===== src/rtl/cal_pkg.sv =====
package cal_pkg;

    localparam int NUM_REGS = 8;

    typedef enum logic [2:0] {
        RS_SEC  = 3'd0,
        RS_MIN  = 3'd1,
        RS_HOUR = 3'd2,
        RS_DOW  = 3'd3,
        RS_DATE = 3'd4,
        RS_MON  = 3'd5,
        RS_YEAR = 3'd6,
        RS_CENT = 3'd7
    } reg_sel_e;

    typedef enum logic [2:0] {
        ST_IDLE,
        ST_MIN,
        ST_HOUR,
        ST_DAY,
        ST_MON,
        ST_YEAR,
        ST_CENT
    } ripple_st_e;

    typedef struct packed {
        logic [7:0] val;
        logic       carry;
    } hour_step_t;

    function automatic logic [7:0] bcd_inc(input logic [7:0] v);
        if (v[3:0] == 4'd9) return {v[7:4] + 4'd1, 4'd0};
        return {v[7:4], v[3:0] + 4'd1};
    endfunction

    function automatic logic [6:0] bcd_to_bin(input logic [7:0] v);
        return 7'(v[7:4]) * 7'd10 + 7'(v[3:0]);
    endfunction

    function automatic logic leap_year(input logic [7:0] yr, input logic [7:0] cen);
        logic [6:0] yb;
        logic [6:0] cb;
        yb = bcd_to_bin(yr);
        cb = bcd_to_bin(cen);
        if (yb == 7'd0) return (cb[1:0] == 2'd0);
        return (yb[1:0] == 2'd0);
    endfunction

    function automatic logic [7:0] month_days(input logic [7:0] mon,
                                              input logic [7:0] yr,
                                              input logic [7:0] cen);
        case (mon)
            8'h02:                      return leap_year(yr, cen) ? 8'h29 : 8'h28;
            8'h04, 8'h06, 8'h09, 8'h11: return 8'h30;
            default:                    return 8'h31;
        endcase
    endfunction

    function automatic hour_step_t hour_next(input logic [7:0] h);
        hour_step_t r;
        logic [7:0] hb;
        logic [7:0] inc;
        r.carry = 1'b0;
        if (h[7]) begin
            hb  = {3'b000, h[4:0]};
            inc = bcd_inc(hb);
            if (hb == 8'h12)      r.val = {1'b1, 1'b0, h[5], 5'h01};
            else if (hb == 8'h11) begin
                r.val   = {1'b1, 1'b0, ~h[5], 5'h12};
                r.carry = h[5];
            end
            else                  r.val = {1'b1, 1'b0, h[5], inc[4:0]};
        end else begin
            if (h == 8'h23) begin
                r.val   = 8'h00;
                r.carry = 1'b1;
            end
            else r.val = bcd_inc(h);
        end
        return r;
    endfunction

    function automatic logic [7:0] reset_value(input int idx);
        case (idx)
            3, 4, 5: return 8'h01;
            7:       return 8'h20;
            default: return 8'h00;
        endcase
    endfunction

endpackage


===== src/rtl/cal_prescale.sv =====
module cal_prescale #(
    parameter int TICK_DIV = 2
) (
    input  logic clk,
    input  logic rst_n,
    input  logic tick_i,
    input  logic restart_i,
    output logic sec_step_o
);
    localparam int CW = (TICK_DIV > 1) ? $clog2(TICK_DIV) : 1;
    localparam logic [CW-1:0] LAST = CW'(TICK_DIV - 1);

    logic [CW-1:0] cnt;
    logic          at_last;

    assign at_last    = (cnt == LAST);
    assign sec_step_o = tick_i && at_last && !restart_i;

    always_ff @(posedge clk) begin
        if (!rst_n)         cnt <= '0;
        else if (restart_i) cnt <= '0;
        else if (tick_i)    cnt <= at_last ? '0 : cnt + CW'(1);
    end

    // a seconds write clears the prescale count
    p_prescale_restart_r11: assert property (@(posedge clk) disable iff (!rst_n)
        restart_i |=> (cnt == '0));

    // the count never passes its limit
    p_prescale_bound_r2: assert property (@(posedge clk) disable iff (!rst_n)
        cnt <= LAST);

endmodule


===== src/rtl/cal_ripple_fsm.sv =====
module cal_ripple_fsm
    import cal_pkg::*;
(
    input  logic       clk,
    input  logic       rst_n,
    input  logic       sec_step_i,
    input  logic       sec_wrap_i,
    input  logic       min_wrap_i,
    input  logic       hour_wrap_i,
    input  logic       date_wrap_i,
    input  logic       mon_wrap_i,
    input  logic       year_wrap_i,
    input  logic [7:0] hit_i,
    output logic [7:0] step_o
);
    ripple_st_e state, state_nx;

    always_ff @(posedge clk) begin
        if (!rst_n) state <= ST_IDLE;
        else        state <= state_nx;
    end

    always_comb begin
        state_nx = ST_IDLE;
        unique case (state)
            ST_IDLE: if (sec_step_i && !hit_i[RS_SEC] && sec_wrap_i) state_nx = ST_MIN;
            ST_MIN:  if (!hit_i[RS_MIN] && min_wrap_i)               state_nx = ST_HOUR;
            ST_HOUR: if (!hit_i[RS_HOUR] && hour_wrap_i)             state_nx = ST_DAY;
            ST_DAY:  if (!hit_i[RS_DATE] && date_wrap_i)             state_nx = ST_MON;
            ST_MON:  if (!hit_i[RS_MON] && mon_wrap_i)               state_nx = ST_YEAR;
            ST_YEAR: if (!hit_i[RS_YEAR] && year_wrap_i)             state_nx = ST_CENT;
            ST_CENT: state_nx = ST_IDLE;
            default: state_nx = ST_IDLE;
        endcase
    end

    always_comb begin
        step_o = '0;
        unique case (state)
            ST_IDLE: step_o[RS_SEC]  = sec_step_i && !hit_i[RS_SEC];
            ST_MIN:  step_o[RS_MIN]  = !hit_i[RS_MIN];
            ST_HOUR: step_o[RS_HOUR] = !hit_i[RS_HOUR];
            ST_DAY: begin
                step_o[RS_DOW]  = !hit_i[RS_DOW];
                step_o[RS_DATE] = !hit_i[RS_DATE];
            end
            ST_MON:  step_o[RS_MON]  = !hit_i[RS_MON];
            ST_YEAR: step_o[RS_YEAR] = !hit_i[RS_YEAR];
            ST_CENT: step_o[RS_CENT] = !hit_i[RS_CENT];
            default: step_o = '0;
        endcase
    end

    // the century step always ends the chain
    p_chain_end_r8: assert property (@(posedge clk) disable iff (!rst_n)
        (state == ST_CENT) |=> (state == ST_IDLE));

    // a minute write during the minute step stops the chain
    p_write_stops_chain_r10: assert property (@(posedge clk) disable iff (!rst_n)
        (state == ST_MIN && hit_i[RS_MIN]) |=> (state == ST_IDLE));

    // the ripple touches one register (or the day pair) per cycle
    p_single_step_r12: assert property (@(posedge clk) disable iff (!rst_n)
        $onehot0({step_o[7:4], step_o[2:0]}));

endmodule


===== src/rtl/cal_regs.sv =====
module cal_regs
    import cal_pkg::*;
(
    input  logic       clk,
    input  logic       rst_n,
    input  logic       wr_en_i,
    input  logic [2:0] wr_sel_i,
    input  logic [7:0] wr_data_i,
    input  logic [7:0] step_i,
    output logic [7:0] hit_o,
    output logic       sec_wrap_o,
    output logic       min_wrap_o,
    output logic       hour_wrap_o,
    output logic       date_wrap_o,
    output logic       mon_wrap_o,
    output logic       year_wrap_o,
    output logic [7:0] val_o [NUM_REGS]
);
    logic [7:0] r       [NUM_REGS];
    logic [7:0] step_val[NUM_REGS];
    hour_step_t hstep;
    logic [7:0] last_day;

    assign hstep       = hour_next(r[RS_HOUR]);
    assign last_day    = month_days(r[RS_MON], r[RS_YEAR], r[RS_CENT]);
    assign sec_wrap_o  = (r[RS_SEC]  == 8'h59);
    assign min_wrap_o  = (r[RS_MIN]  == 8'h59);
    assign hour_wrap_o = hstep.carry;
    assign date_wrap_o = (r[RS_DATE] == last_day);
    assign mon_wrap_o  = (r[RS_MON]  == 8'h12);
    assign year_wrap_o = (r[RS_YEAR] == 8'h99);

    always_comb begin
        step_val[RS_SEC]  = sec_wrap_o  ? 8'h00 : bcd_inc(r[RS_SEC]);
        step_val[RS_MIN]  = min_wrap_o  ? 8'h00 : bcd_inc(r[RS_MIN]);
        step_val[RS_HOUR] = hstep.val;
        step_val[RS_DOW]  = (r[RS_DOW] == 8'h07) ? 8'h01 : bcd_inc(r[RS_DOW]);
        step_val[RS_DATE] = date_wrap_o ? 8'h01 : bcd_inc(r[RS_DATE]);
        step_val[RS_MON]  = mon_wrap_o  ? 8'h01 : bcd_inc(r[RS_MON]);
        step_val[RS_YEAR] = year_wrap_o ? 8'h00 : bcd_inc(r[RS_YEAR]);
        step_val[RS_CENT] = (r[RS_CENT] == 8'h99) ? 8'h00 : bcd_inc(r[RS_CENT]);
    end

    for (genvar i = 0; i < NUM_REGS; i++) begin : g_reg
        assign hit_o[i] = wr_en_i && (wr_sel_i == 3'(i));
        assign val_o[i] = r[i];

        always_ff @(posedge clk) begin
            if (!rst_n)         r[i] <= reset_value(i);
            else if (hit_o[i])  r[i] <= wr_data_i;
            else if (step_i[i]) r[i] <= step_val[i];
        end

        // a write lands in its register on the next edge
        p_write_load_r9: assert property (@(posedge clk) disable iff (!rst_n)
            hit_o[i] |=> (r[i] == $past(wr_data_i)));
    end

    // seconds wrap to zero
    p_sec_wrap_r2: assert property (@(posedge clk) disable iff (!rst_n)
        (step_i[RS_SEC] && r[RS_SEC] == 8'h59) |=> (r[RS_SEC] == 8'h00));

    // 24-hour count wraps at 23
    p_hour24_wrap_r3: assert property (@(posedge clk) disable iff (!rst_n)
        (step_i[RS_HOUR] && r[RS_HOUR] == 8'h23) |=> (r[RS_HOUR] == 8'h00));

    // PM flips on the 11 to 12 step
    p_pm_toggle_r4: assert property (@(posedge clk) disable iff (!rst_n)
        (step_i[RS_HOUR] && r[RS_HOUR][7] && r[RS_HOUR][4:0] == 5'h11)
        |=> (r[RS_HOUR][5] != $past(r[RS_HOUR][5])));

    // day of week wraps from 7 to 1
    p_dow_wrap_r5: assert property (@(posedge clk) disable iff (!rst_n)
        (step_i[RS_DOW] && r[RS_DOW] == 8'h07) |=> (r[RS_DOW] == 8'h01));

endmodule


===== src/rtl/cal_clock.sv =====
module cal_clock #(
    parameter int TICK_DIV = 2
) (
    input  logic       clk,
    input  logic       rst_n,
    input  logic       tick_i,
    input  logic       wr_en_i,
    input  logic [2:0] wr_sel_i,
    input  logic [7:0] wr_data_i,
    output logic [7:0] sec_o,
    output logic [7:0] min_o,
    output logic [7:0] hour_o,
    output logic [7:0] dow_o,
    output logic [7:0] date_o,
    output logic [7:0] mon_o,
    output logic [7:0] year_o,
    output logic [7:0] cent_o
);
    import cal_pkg::*;

    logic       sec_step;
    logic [7:0] hit;
    logic [7:0] step;
    logic       sec_wrap, min_wrap, hour_wrap, date_wrap, mon_wrap, year_wrap;
    logic [7:0] vals [NUM_REGS];

    cal_prescale #(.TICK_DIV(TICK_DIV)) u_pre (
        .clk        (clk),
        .rst_n      (rst_n),
        .tick_i     (tick_i),
        .restart_i  (hit[RS_SEC]),
        .sec_step_o (sec_step)
    );

    cal_ripple_fsm u_fsm (
        .clk         (clk),
        .rst_n       (rst_n),
        .sec_step_i  (sec_step),
        .sec_wrap_i  (sec_wrap),
        .min_wrap_i  (min_wrap),
        .hour_wrap_i (hour_wrap),
        .date_wrap_i (date_wrap),
        .mon_wrap_i  (mon_wrap),
        .year_wrap_i (year_wrap),
        .hit_i       (hit),
        .step_o      (step)
    );

    cal_regs u_regs (
        .clk         (clk),
        .rst_n       (rst_n),
        .wr_en_i     (wr_en_i),
        .wr_sel_i    (wr_sel_i),
        .wr_data_i   (wr_data_i),
        .step_i      (step),
        .hit_o       (hit),
        .sec_wrap_o  (sec_wrap),
        .min_wrap_o  (min_wrap),
        .hour_wrap_o (hour_wrap),
        .date_wrap_o (date_wrap),
        .mon_wrap_o  (mon_wrap),
        .year_wrap_o (year_wrap),
        .val_o       (vals)
    );

    assign sec_o  = vals[RS_SEC];
    assign min_o  = vals[RS_MIN];
    assign hour_o = vals[RS_HOUR];
    assign dow_o  = vals[RS_DOW];
    assign date_o = vals[RS_DATE];
    assign mon_o  = vals[RS_MON];
    assign year_o = vals[RS_YEAR];
    assign cent_o = vals[RS_CENT];

    // registers hold their reset values in the first cycle after reset
    p_reset_state_r1: assert property (@(posedge clk)
        $rose(rst_n) |-> (sec_o == 8'h00 && dow_o == 8'h01 && cent_o == 8'h20));

endmodule


===== config.mk =====
export PLATFORM = sky130hd
export DESIGN_NAME = cal_clock
export DESIGN_NICKNAME = d
export VERILOG_FILES = /design/src/rtl/cal_pkg.sv /design/src/rtl/cal_prescale.sv /design/src/rtl/cal_ripple_fsm.sv /design/src/rtl/cal_regs.sv /design/src/rtl/cal_clock.sv
export SDC_FILE = /design/constraint.sdc
export NUM_CORES = 1
export LEC_CHECK = 0
export ABC_AREA = 1
export BUFFER_PORTS_ARGS = -buffer_cell sky130_fd_sc_hd__buf_2
export CAP_MARGIN = 20
export CORE_UTILIZATION = 57
export DETAILED_ROUTE_END_ITERATION = 10
export PLACE_DENSITY = 0.83
export SYNTH_ARGS = -nofsm -noshare
export SYNTH_HDL_FRONTEND = slang
export SYNTH_HIERARCHICAL = 1
export SYNTH_SLANG_ARGS = --single-unit
export TNS_END_PERCENT = 5

===== constraint.sdc =====
create_clock -name clk -period 3.3 [get_ports clk]
set_input_delay 0.66 -clock clk [delete_from_list [all_inputs] [get_ports clk]]
set_output_delay 0.66 -clock clk [all_outputs]
set_load 0.005 [all_outputs]

Yosys cells after proc, flatten, opt, wreduce, memory -nomap -nowiden
Memory sizes are Yosys's and may differ from the RTL's. Cells that the tools add are included.

Memories: 1. Bits in writable memories: 64. Word-level logic and storage cells: 249. Flip-flop bits (word level): 4. Input bits: 15. Output and inout port bits: 64.

Memory list: u_regs.r (depth 8, bits a word 8, read ports 8, clocked after Yosys merged registers in 0, wr ports 8, RTL line cal_regs.sv:19) `logic [7:0] r [NUM_REGS];`.

Muxes and demuxes: 138. Equal/unequal tests: 36. Reductions and logical operators: 32. Multiply operators: 2. Bitwise logic cells: 18. Add/subtract/negate cells: 20.

Operators with widths (count): $mux W8 (40); $mux W1 (85); $add A4 B1 Y4 const B (16); $eq A4 B4 Y1 const B (8); $eq A8 B3 Y1 const B (3); $eq A3 B3 Y1 const B (7); $pmux W3 S6 (1); $logic_and A1 B1 Y1 (17); $eq A8 B5 Y1 const B (2); $eq A8 B7 Y1 const B (2); $eq A8 B8 Y1 const B (2); $or A1 B1 Y1 (16); $pmux W8 S2 (1); $eq A3 B2 Y1 const B (4); $mux W6 (2); $eq A5 B5 Y1 const B (2); $mux W5 (2); $mux W3 (3); $mux W9 (1); $eq A8 B2 Y1 const B (1); $eq A8 B4 Y1 const B (1); $eq A8 B6 Y1 const B (1); $eq A8 B8 Y1 (1); $logic_not A1 Y1 (8); other kinds (13) (20).

Depth between registers and ports, before layout
An unclocked memory read counts as a cell.

Word-level depth: 14. Depth in mapped cells: 20. Mapped depth without buffers: 20.

Modules after synthesis
The synthesis kept the hierarchy.

Modules (own cells, without submodules): cal_regs (instances 1, sequential area each 1921.8 um^2, cells each 488, area an instance 4276.6 um^2); cal_ripple_fsm (instances 1, sequential area each 60.1 um^2, cells each 51, area an instance 265.3 um^2); cal_prescale (instances 1, sequential area each 20.0 um^2, cells each 7, area an instance 43.8 um^2).

Least setup slack after synthesis
No wires, ideal clock.

Path type: reg-to-reg. Start: mem u_regs.r[6][5] (netlist: u_regs/r[1][21]). End: mem u_regs.r[4][4] (netlist: u_regs/r[1][4]) (enable). Setup slack: 0.631 ns. Stages on the path, launching flop included: 15. Library setup time: 0.339 ns. Data required time: 2.961 ns. Data arrival time: 2.331 ns. Buffers on the path: 0. Clock period less this slack: 2.669 ns. Cell sequence: edfxtp_1 > ha_1 > ha_1 > inv_1 > fa_1 > inv_1 > nor2_1 > nand2_1 > a21oi_1 > nand2_1 > nand2_2 > nand2_2 > nand2_2 > nand3_4 > a21boi_1.

RTL lines (RTL line): start, declared (cal_regs.sv:19).

==> insert_results.sql <==
INSERT INTO impl_metrics (metric_group, metric, value, unit) VALUES
('status', 'run_status', 'completed', ''),
('clocking', 'clock_root_buffer', 'clkbuf_8', ''),
('placement', 'dp_hpwl', '8301', 'microns'),
('timing', 'achievable-frequency', '333.6', 'MHz'),
('clocking', 'tritoncts', 'done', ''),
('drt', 'routed_wire_length_per_instance', '14.99', 'microns'),
('drt', 'detail_route.first_pass.iterations', '5', ''),
('synth', 'primary_flip_flop_cell_chosen_by_synthesis_mapping', 'edfxtp_1', ''),
('global_route', 'grt_max_degree', '16', ''),
('clocking', 'h-tree-depth', '3', ''),
('timing', 'final.period_utilization', '90.85', '%'),
('worst_setup_path', 'crit_path_start_kind', 'flip-flop', ''),
('global_route', 'grt_first_pass_wirelength', '18150', 'microns'),
('clocking', 'cts_hold_repair.buffers', '0', ''),
('synth', 'asyncSetResetFlopFracSynth', '0', '%'),
('die', 'floorplan.die_area', '8408', 'sq um'),
('drt', 'drt_drc_violations_left', '0', ''),
('cells_and_area', 'final_cell_count_no_fill', '740', ''),
('drt', 'drt_iter0_drc', '256', ''),
('synth', 'synth_top_area_cell', 'edfxtp_1', ''),
('drt', 'antenna_violating_nets_post_route', '0', ''),
('die', 'core_area', '7767', 'sq um'),
('die', 'placement_rows', '32', ''),
('synth', 'ys_warn_count', '6', ''),
('synth', 'synthesis.nets', '589', ''),
('drt', 'viasPerCell', '5.689', ''),
('timing', 'timing.setup.tns', '0', 'ns'),
('synth', 'synth.cell_area', '4586', 'sq um'),
('drt', 'dr.max_layer_used', 'met4', ''),
('worst_setup_path', 'rr_worst_depth', '14', ''),
('cells_and_area', 'layout.cells.most_common', 'nand2_1', ''),
('cells_and_area', 'sequential_cell_area', '2002', 'sq um'),
('worst_setup_path', 'worstSetupEndpointType', 'flip-flop', ''),
('placement', 'buffers_on_ports', '78', ''),
('clocking', 'cts.clk_slew.worst_paths', '0.08', 'ns'),
('synth', 'synthesis.instances', '546', ''),
('global_route', 'grt.overflow.total', '0', ''),
('clocking', 'cts.repair.resized', '0', ''),
('cells_and_area', 'final_layout_size_suffix_gt1_share', '18.34', '%'),
('die', 'i_o_pin_count', '79', ''),
('global_route', 'first_global_vias', '3947', ''),
('global_route', 'grt_antenna_before_repair', '0', ''),
('power', 'cellLeakagePower', '0.002361', 'uW'),
('timing', 'timing.clock.skew', '0.01166', 'ns'),
('placement', 'numPlacedInstances', '724', ''),
('clocking', 'cts_buffer_depth', '2', ''),
('synth', 'synth_cell_types', '36', ''),
('clocking', 'clock_latency', '0.35', 'ns'),
('cells_and_area', 'multi_input_comb_area', '2210', 'sq um'),
('timing', 'rsz0062_at_grt', 'false', ''),
('synth', 'simple_gate_fraction_of_synth_area', '22.97', '%'),
('hold_path', 'min_delay_path_depth', '2', ''),
('synth', 'ys_seq_elements', '68', ''),
('synth', 'synth.area.top_cells', 'edfxtp_1 42%, nand2_1 7.9%, inv_1 7.4%', ''),
('timing', 'hold_violations', '0', ''),
('cells_and_area', 'num-nets-final', '676', ''),
('drt', 'detailroute.via_count', '4210', ''),
('power', 'vdd_ir_drop_max', '0.0002397', 'V'),
('timing', 'setup-violations-final', '0', ''),
('timing', 'finalWorstPathRequiredPeriod', '2.998', 'ns'),
('die', 'initial_core_util', '59.04', '%'),
('drt', 'met2_length', '5381', 'microns'),
('clocking', 'cts_num_sinks', '68', ''),
('synth', 'number_of_flops_mapped_to_enable_cells_by_yosys', '64', ''),
('timing', 'worst-slew-pin-transition', '0.6481', 'ns'),
('synth', 'synth-adder-area-share', '7.967', '%'),
('hold_path', 'hold_end', 'u_pre/at_last', ''),
('synth', 'synth_top_family_by_area', 'simple AND/OR/NAND/NOR gates', ''),
('worst_setup_path', 'crit_type', 'reg -> reg', ''),
('worst_setup_path', 'worstPathArrival', '3.01', 'ns'),
('synth', 'synth.mux.area_fraction', '0', '%');
[metrics by stage]
stage	cell area (sq um)	worst slack [ns]	power [uW]
floorplan	4586	0.6306	1207
global placement	5094	0.5261	1303
detailed placement	5094	0.3084	1316
CTS	5285	0.3098	1982
global route	5285	0.1414	2048
finish	5285	0.3021	1973
[sequential cells by signal (all words and copies together) (netlist names)]
name           cells
u_fsm/state        3
u_regs/r          64
u_pre/at_last      1
[critical path, stage by stage, from the launching register on]
cell and delay, ns:
edfxtp_1 0.49, ha_1 0.34, ha_1 0.14, inv_1 0.05, fa_1 0.50, inv_1 0.04, nor2_1 0.12, nand2_1 0.07
a21oi_1 0.12, nand2_1 0.08, nand2_2 0.09, nand2_2 0.05, nand2_2 0.07, nand3_4 0.12, a21boi_1 0.38
[metal layers]
| metal | global-route usage, % | vias up |
|---|---|---|
| li1 | - | 2051 |
| met1 | 35.88 | 1967 |
| met2 | 45.49 | 167 |
| met3 | 4.478 | 25 |
| met4 | 11.72 | 0 |
| met5 | 0 | - |
[area by class of cell]
class	count	share of cell area (%)
Clock inverter	7	1.278
Sequential cell	68	37.88
Multi-Input combinational cell	379	41.81
Tap cell	102	2.415
Timing Repair Buffer	78	7.386
Inverter	97	6.889
Clock buffer	9	2.344
[worst max path at each step]
stage | startpoint | endpoint | slack [ns] | cells past startpoint
final | u_regs/r[1][23] | u_regs/r[1][7] | 0.30 | 14
after detailed placement | u_regs/r[1][23] | u_regs/r[1][6] | 0.31 | 14
after floorplan | u_regs/r[1][21] | u_regs/r[1][4] | 0.63 | 14
after global placement | u_regs/r[1][21] | u_regs/r[1][7] | 0.53 | 14
after CTS | u_regs/r[1][23] | u_regs/r[1][5] | 0.31 | 14
after global routing | u_regs/r[1][23] | u_regs/r[1][7] | 0.14 | 14
[cells by family (layout without fill, tap and decap cells)]
family                     after synthesis  in the layout
and+or+nand+nor                        236            236
buffers and inverters                   99            191
AOI/OAI and AO/OA                       88             88
DFF                                     68             68
adders and majority gates               28             28
xor gates and xnor gates                27             27
[synth_stat cells, types with 2 or more instances]
master / count
nor3_1: 10
edfxtp_1: 64
inv_1: 90
a21oi_1: 14
nand3b_1: 3
a21boi_0: 2
inv_2: 7
xor2_1: 18
nor2_2: 3
ha_1: 26
nand2_1: 96
o21ai_1: 3
o22ai_1: 35
nor4_1: 6
o32ai_1: 10
nand3_1: 45
xnor2_1: 9
dfxtp_1: 4
nand3_2: 2
nand2_2: 5
o21ai_0: 17
nor3_2: 2
buf_2: 2
nor2_1: 58
fa_1: 2
nand4_1: 3
[report_power, final]
group / switching [uW] / leakage (uW) / internal, uW
clock network: 329 / 0.0000910 / 344
registers: 52.3 / 0.000677 / 988
logic: 160 / 0.00159 / 100
Power figures use the tool's default switching activity.
